[config.mk]
export PLATFORM = sky130hd
export DESIGN_NAME = spi12_slave
export DESIGN_NICKNAME = d
export VERILOG_FILES = /design/src/rtl/spi12_pkg.sv /design/src/rtl/spi12_sync.sv /design/src/rtl/spi12_fifo.sv /design/src/rtl/spi12_frame.sv /design/src/rtl/spi12_slave.sv
export SDC_FILE = /design/constraint.sdc
export NUM_CORES = 1
export LEC_CHECK = 0
export BUFFER_PORTS_ARGS = -buffer_cell sky130_fd_sc_hd__buf_2
export CAP_MARGIN = 10
export CORE_MARGIN = 1
export CORE_UTILIZATION = 45
export CTS_BUF_LIST = sky130_fd_sc_hd__clkbuf_4 sky130_fd_sc_hd__clkbuf_8 sky130_fd_sc_hd__clkbuf_16
export CTS_CLUSTER_DIAMETER = 120
export DETAILED_ROUTE_END_ITERATION = 8
export GPL_ROUTABILITY_DRIVEN = 1
export PLACE_DENSITY = 0.63
export SYNTH_ARGS = -nofsm -noshare
export SYNTH_HDL_FRONTEND = slang
export SYNTH_SLANG_ARGS = --single-unit
[constraint.sdc]
create_clock -name clk -period 2.8 [get_ports clk]
set_clock_uncertainty 0.05 [all_clocks]
set_input_delay 0.14 -clock clk [delete_from_list [all_inputs] [get_ports clk]]
set_output_delay 0.14 -clock clk [all_outputs]
set_load 0.02 [all_outputs]
[src/rtl/spi12_pkg.sv]
package spi12_pkg;

    localparam int BYTE_W     = 8;
    localparam int CNT_W      = 4;

    // bit positions inside a frame, counted from the start bit
    localparam logic [CNT_W-1:0] POS_DIR  = 4'd1;
    localparam logic [CNT_W-1:0] POS_TGT  = 4'd2;
    localparam logic [CNT_W-1:0] POS_MSB  = 4'd3;
    localparam logic [CNT_W-1:0] POS_LSB  = 4'd10;
    localparam logic [CNT_W-1:0] POS_STAT = 4'd11;

    // status byte field positions
    localparam int SB_RX_FULL  = 0;
    localparam int SB_TX_EMPTY = 1;

    typedef enum logic [1:0] {
        FR_IDLE = 2'd0,
        FR_RUN  = 2'd1,
        FR_SKIP = 2'd2
    } frame_st_e;

endpackage

[src/rtl/spi12_sync.sv]
module spi12_sync #(
    parameter int WIDTH  = 3,
    parameter int STAGES = 2
) (
    input  logic             clk,
    input  logic             rst_n,
    input  logic [WIDTH-1:0] d_in,
    output logic [WIDTH-1:0] q_out,
    output logic [WIDTH-1:0] rise_out,
    output logic [WIDTH-1:0] fall_out
);

    // STAGES synchroniser flops plus one history flop for edge detection
    logic [STAGES:0][WIDTH-1:0] pipe_d, pipe_q;

    always_comb begin
        pipe_d[0] = d_in;
        for (int i = 1; i <= STAGES; i++) begin
            pipe_d[i] = pipe_q[i-1];
        end
    end

    always_ff @(posedge clk or negedge rst_n) begin
        if (!rst_n) begin
            pipe_q <= '0;
        end else begin
            pipe_q <= pipe_d;
        end
    end

    assign q_out    = pipe_q[STAGES-1];
    assign rise_out = pipe_q[STAGES-1] & ~pipe_q[STAGES];
    assign fall_out = ~pipe_q[STAGES-1] & pipe_q[STAGES];

endmodule

[src/rtl/spi12_fifo.sv]
module spi12_fifo #(
    parameter int W     = 8,
    parameter int DEPTH = 4
) (
    input  logic         clk,
    input  logic         rst_n,
    input  logic         push,
    input  logic [W-1:0] wdata,
    input  logic         pop,
    output logic [W-1:0] rdata,
    output logic         empty,
    output logic         full
);

    localparam int AW = (DEPTH > 1) ? $clog2(DEPTH) : 1;
    localparam int CW = $clog2(DEPTH + 1);
    localparam logic [AW-1:0] LAST_SLOT = AW'(DEPTH - 1);
    localparam logic [CW-1:0] FULL_CNT  = CW'(DEPTH);

    typedef struct packed {
        logic [DEPTH-1:0][W-1:0] mem;
        logic [AW-1:0]           wr;
        logic [AW-1:0]           rd;
        logic [CW-1:0]           cnt;
    } fifo_t;

    fifo_t d, q;
    logic  do_push, do_pop;

    function automatic logic [AW-1:0] next_slot(input logic [AW-1:0] p);
        return (p == LAST_SLOT) ? '0 : p + 1'b1;
    endfunction

    always_comb begin
        d       = q;
        do_push = push && (q.cnt != FULL_CNT);
        do_pop  = pop && (q.cnt != '0);
        if (do_push) begin
            d.mem[q.wr] = wdata;
            d.wr        = next_slot(q.wr);
        end
        if (do_pop) begin
            d.rd = next_slot(q.rd);
        end
        if (do_push && !do_pop) begin
            d.cnt = q.cnt + 1'b1;
        end else if (do_pop && !do_push) begin
            d.cnt = q.cnt - 1'b1;
        end
    end

    always_ff @(posedge clk or negedge rst_n) begin
        if (!rst_n) begin
            q <= '0;
        end else begin
            q <= d;
        end
    end

    assign rdata = q.mem[q.rd];
    assign empty = (q.cnt == '0);
    assign full  = (q.cnt == FULL_CNT);

endmodule

[src/rtl/spi12_frame.sv]
module spi12_frame
    import spi12_pkg::*;
(
    input  logic              clk,
    input  logic              rst_n,
    input  logic              cs_i,
    input  logic              rise_i,
    input  logic              fall_i,
    input  logic              mosi_i,
    input  logic [BYTE_W-1:0] tx_head,
    input  logic              tx_empty,
    input  logic              rx_full,
    output logic              rx_push,
    output logic [BYTE_W-1:0] rx_wdata,
    output logic              tx_pop,
    output logic              miso
);

    typedef struct packed {
        frame_st_e         st;
        logic [CNT_W-1:0]  cnt;
        logic              dir;
        logic              tgt;
        logic              stale;
        logic              stat;
        logic [BYTE_W-1:0] shreg;
        logic [BYTE_W-1:0] last;
        logic              miso;
    } frame_t;

    frame_t            d, q;
    logic [CNT_W-1:0]  idx;
    logic [BYTE_W-1:0] status_byte;
    logic              stat_bit;

    always_comb begin
        status_byte              = '0;
        status_byte[SB_RX_FULL]  = rx_full;
        status_byte[SB_TX_EMPTY] = tx_empty;
    end

    always_comb begin
        d        = q;
        rx_push  = 1'b0;
        tx_pop   = 1'b0;
        idx      = POS_LSB - q.cnt;
        stat_bit = !q.tgt && (q.dir ? q.stale : rx_full);
        if (!cs_i) begin
            d.st   = FR_IDLE;
            d.cnt  = '0;
            d.miso = 1'b0;
        end else if (rise_i) begin
            unique case (q.st)
                FR_IDLE: begin
                    if (mosi_i) begin
                        d.st  = FR_RUN;
                        d.cnt = POS_DIR;
                    end else begin
                        d.st = FR_SKIP;
                    end
                end
                FR_RUN: begin
                    d.cnt = q.cnt + 1'b1;
                    if (q.cnt == POS_DIR) begin
                        d.dir = mosi_i;
                    end else if (q.cnt == POS_TGT) begin
                        d.tgt   = mosi_i;
                        d.stale = 1'b0;
                        d.shreg = '0;
                        if (q.dir) begin
                            if (mosi_i) begin
                                d.shreg = status_byte;
                            end else if (tx_empty) begin
                                d.shreg = q.last;
                                d.stale = 1'b1;
                            end else begin
                                d.shreg = tx_head;
                            end
                        end
                    end else if (q.cnt == POS_STAT) begin
                        if (!q.tgt && !q.stat) begin
                            if (q.dir) begin
                                tx_pop = 1'b1;
                                d.last = q.shreg;
                            end else begin
                                rx_push = 1'b1;
                            end
                        end
                        d.st = FR_SKIP;
                    end else if (!q.dir) begin
                        d.shreg = {q.shreg[BYTE_W-2:0], mosi_i};
                    end
                end
                default: ;
            endcase
        end else if (fall_i && q.st == FR_RUN) begin
            if (q.cnt == POS_STAT) begin
                d.stat = stat_bit;
                d.miso = stat_bit;
            end else if (q.cnt >= POS_MSB) begin
                d.miso = q.dir & q.shreg[idx[2:0]];
            end
        end
    end

    always_ff @(posedge clk or negedge rst_n) begin
        if (!rst_n) begin
            q <= '{st: FR_IDLE, default: '0};
        end else begin
            q <= d;
        end
    end

    assign rx_wdata = q.shreg;
    assign miso     = q.miso;

endmodule

[src/rtl/spi12_slave.sv]
module spi12_slave
    import spi12_pkg::*;
#(
    parameter int FIFO_DEPTH  = 4,
    parameter int SYNC_STAGES = 2
) (
    input  logic              clk,
    input  logic              rst_n,
    input  logic              spi_sclk,
    input  logic              spi_cs,
    input  logic              spi_mosi,
    output logic              spi_miso,
    input  logic              rx_pop,
    output logic [BYTE_W-1:0] rx_data,
    output logic              rx_empty,
    output logic              rx_full,
    input  logic              tx_push,
    input  logic [BYTE_W-1:0] tx_data,
    output logic              tx_empty,
    output logic              tx_full
);

    localparam int IDX_SCLK = 0;
    localparam int IDX_CS   = 1;
    localparam int IDX_MOSI = 2;

    logic [2:0]        pins_q, pins_rise, pins_fall;
    logic              cs_s, sclk_rise, sclk_fall, mosi_s;
    logic              eng_rx_push, eng_tx_pop;
    logic [BYTE_W-1:0] eng_rx_wdata, tx_head;

    spi12_sync #(.WIDTH(3), .STAGES(SYNC_STAGES)) u_sync (
        .clk      (clk),
        .rst_n    (rst_n),
        .d_in     ({spi_mosi, spi_cs, spi_sclk}),
        .q_out    (pins_q),
        .rise_out (pins_rise),
        .fall_out (pins_fall)
    );

    assign cs_s      = pins_q[IDX_CS];
    assign mosi_s    = pins_q[IDX_MOSI];
    assign sclk_rise = pins_rise[IDX_SCLK];
    assign sclk_fall = pins_fall[IDX_SCLK];

    spi12_frame u_frame (
        .clk      (clk),
        .rst_n    (rst_n),
        .cs_i     (cs_s),
        .rise_i   (sclk_rise),
        .fall_i   (sclk_fall),
        .mosi_i   (mosi_s),
        .tx_head  (tx_head),
        .tx_empty (tx_empty),
        .rx_full  (rx_full),
        .rx_push  (eng_rx_push),
        .rx_wdata (eng_rx_wdata),
        .tx_pop   (eng_tx_pop),
        .miso     (spi_miso)
    );

    spi12_fifo #(.W(BYTE_W), .DEPTH(FIFO_DEPTH)) u_rx_fifo (
        .clk   (clk),
        .rst_n (rst_n),
        .push  (eng_rx_push),
        .wdata (eng_rx_wdata),
        .pop   (rx_pop),
        .rdata (rx_data),
        .empty (rx_empty),
        .full  (rx_full)
    );

    spi12_fifo #(.W(BYTE_W), .DEPTH(FIFO_DEPTH)) u_tx_fifo (
        .clk   (clk),
        .rst_n (rst_n),
        .push  (tx_push),
        .wdata (tx_data),
        .pop   (eng_tx_pop),
        .rdata (tx_head),
        .empty (tx_empty),
        .full  (tx_full)
    );

endmodule

==> results.py <==
metrics = {
    "outcome": {
        "outcome": "complete, but fails checks",
        "violations": "DRC",
    },
    "clock_network": {
        "cts.sinks": 112,
        "clk_latency_ns": 0.35,
        "root_buffer": "clkbuf_16",
        "path_clk_slew_ns": 0.07,
        "clockBufferDepth": 2,
        "h-tree-depth": 3,
        "cts_tree": "yes",
        "post_cts_buffers": 0,
        "cts_made_buffers": 9,
    },
    "sta": {
        "finalCriticalPeriod_ns": 2.58,
        "report.final.slew_viol_count": 0,
        "slew_headroom_pct": 58.1,
        "hold_viol": 0,
        "final.setup.tns_ns": 0,
        "worst_slew_pin_slew_ns": 0.629,
        "fmax_ghz": 0.388,
        "period_share_pct": 92.0,
        "rsz0062_at_grt": "no",
        "fin_ws_ns": 0.224,
        "setup_violations": 0,
    },
    "route": {
        "remaining_drc_errors": 4,
        "wl_per_cell_um": 17.3,
        "dr.pass1.iters": 6,
        "ant_nets": 0,
        "drt_iter0_markers": 115,
        "routed_via_density": 5.50,
        "totalWireLength_um": 9940,
        "vias": 3160,
    },
    "logic_synthesis": {
        "synth_simple_gate_area_share_pct": 8.85,
        "synthMuxAreaShare_pct": 27.8,
        "synth_area_um2": 5370,
        "ys_seq_area_share_pct": 52.2,
        "synth_seq_cells": 112,
        "synth_edf_count": 0,
        "synthFlopType": "dfrtp_1",
        "syn_nets": 417,
        "ys_types": 49,
        "synth_cells": 385,
        "synth_top_family_by_area": "multiplexers",
        "synth.avg_cell_area_um2": 14.0,
        "synthAdderAreaFrac_pct": 4.24,
        "synth_compound_area_share_pct": 3.86,
        "synth-xor-area-share_pct": 0.978,
        "yosys_warnings": 0,
        "synthArstFlopShare_pct": 100,
    },
    "pwr": {
        "power_density_nw_per_um2": 744,
        "p_sw_uw": 1310,
        "combPwrFrac_pct": 23.3,
        "pwr-share-clk_pct": 27.7,
        "p_total_uw": 4510,
        "vdd_ir_drop_max_uv": 463,
        "internal_power_uw": 3210,
        "switching_share_pct": 28.9,
        "seqPwrFrac_pct": 49.0,
        "p_leak_uw": 0.00285,
    },
    "job": {
        "drv_cap": 0,
    },
    "die": {
        "die_w_um": 111,
        "initial_core_util_pct": 46.7,
        "rows": 39,
        "die_h_um": 111,
        "core_um2": 11500,
        "dieArea_um2": 12400,
        "ios": 28,
    },
    "critical_path": {
        "path_class": "reg2reg",
        "rr_startpoint": "u_frame.q[22]$_DFFE_PN0P_",
        "required_ns": 3.03,
        "worstSetupEndpointType": "flop",
        "crit_path_start_kind": "flop",
        "path_max_fanout": 5,
        "startpoint": "u_frame.q[22]$_DFFE_PN0P_",
        "cp.arrival_ns": 2.81,
    },
    "placed_design": {
        "dpl-instance-area_um2": 5720,
        "dp_hpwl_um": 6870,
        "port_buffers": 27,
        "pre_cts_slack_ns": 0.239,
        "gp_congestion": 0.785,
    },
    "min_path": {
        "holdCritPathClass": "in2reg",
        "min_from": "tx_data[3]",
    },
    "global_route": {
        "grt_pass1_vias": 3385,
        "antenna_found_initial": 0,
        "grt_max_degree": 84,
        "grt_first_pass_wirelength_um": 17000,
        "grt_use_total_pct": 17.8,
        "gr-total-overflow": 0,
    },
    "final_layout": {
        "fin_area_um2": 6070,
        "nets": 459,
        "drive_above_1_share_pct": 33.8,
        "diodes": 0,
        "final_common_cell": "dfrtp_1",
        "layout_common_cells": "dfrtp_1, mux2_2, mux2_1",
        "syn_to_final_growth_pct": 12.9,
    },
}
==> cells in the mapped netlist, types with 5 or more instances <==
library cell    n  area share (%)
mux2_2         58              12
nor2_1         11            0.77
nand2_2         5            0.58
nor3b_1         5            0.70
nand3_1         8            0.75
ha_1           15             3.5
nor3_1          6            0.56
dfrtp_1       112              52
o21ai_0        17             1.6
inv_1          14            0.98
buf_2           5            0.47
mux2i_1         7             1.3
nand2_1        16             1.1
mux4_2         18             7.5
mux2_1         31             6.5
a21oi_1         5            0.47
==> final timing paths <==
kind | to | cells after the start | slack (ns)
min | u_tx_fifo.q[10]$_DFFE_PN0P_ | 2 | 0.02
min in group asynchronous | u_frame.q[17]$_DFFE_PN0P_ | 2 | 0.22
max reg2reg | u_tx_fifo.q[2]$_DFFE_PN0P_ | 11 | 0.22
min reg2reg | u_sync.q_out[1]$_DFF_PN0_ | 0 | 0.30
max in group asynchronous | u_rx_fifo.q[17]$_DFFE_PN0P_ | 3 | 1.70
max | u_tx_fifo.q[2]$_DFFE_PN0P_ | 11 | 0.22
==> power by group through the flow <==
stage	Clock (µW)	Sequential, µW	Combinational, µW
2_1_floorplan	0	2110	874
3_3_place_gp	0	2230	1020
3_5_place_dp	0	2250	1060
4_1_cts	1300	2220	1070
5_1_grt	1340	2270	1160
6_report	1250	2210	1050
==> metal layers <==
| metal | share of wire, % | track usage, % |
|---|---|---|
| met3 | 3.2 | 5.36 |
| met1 | 45 | 21.9 |
| met5 | 0 | 0 |
| met2 | 51 | 30.0 |
| met4 | 1.4 | 5.59 |
==> flip-flops by register name, indices dropped and copies added, names as in the netlist <==
register / flops
u_sync.pipe_d: 3
u_sync.pipe_q: 1
u_sync.q_out: 3
u_frame.rx_wdata: 8
u_tx_fifo.q: 39
u_rx_fifo.q: 39
u_frame.q: 18
u_frame.miso: 1
==> repair_timing <==
item                                    CTS  global route
endpoints found under the setup margin    0             1
hold buffers                              6             0
hold endpoints to repair                 35             0
resized for setup                         0             1
==> layout make-up <==
| class | count | area [µm²] |
|---|---|---|
| Timing Repair Buffer | 43 | 285 |
| Fill cell | 1000 | 5450 |
| Multi-Input combinational cell | 247 | 2460 |
| Inverter | 14 | 52.6 |
| Sequential cell | 112 | 2800 |
| Clock buffer | 11 | 253 |
| Tap cell | 143 | 179 |
| Clock inverter | 5 | 40.0 |
==> logic make-up after synthesis <==
logic type | after synthesis
XOR/XNOR | 6
buffers and inverters | 26
AO/OA/AOI/OAI | 34
AND/OR/NAND/NOR | 75
flip-flops | 112
multiplexers | 115
adder cells (fa/ha/maj) | 17
==> per-stage QoR <==
step | instances | utilization, % | hold WS, ns
after CTS | 575 | 52.7 | 0.000281
after detailed placement | 553 | 49.6 | 0.0598
final | 575 | 52.7 | 0.0152
after global placement | 553 | 49.6 | 0.0538
after global routing | 575 | 52.7 | 0.00495
after floorplan | 385 | - | -0.206
==> worst max-delay path, cell delays in order, from the launching register on <==
cell and delay (ns):
dfrtp_1 0.42, ha_1 0.21, and3b_1 0.20, and4_2 0.28, and4_4 0.20, inv_1 0.05
ha_1 0.17, inv_1 0.06, fa_1 0.43, xor2_1 0.15, nor2_1 0.12, xor2_1 0.15
Note: power is estimated with default switching activity, not from simulation.
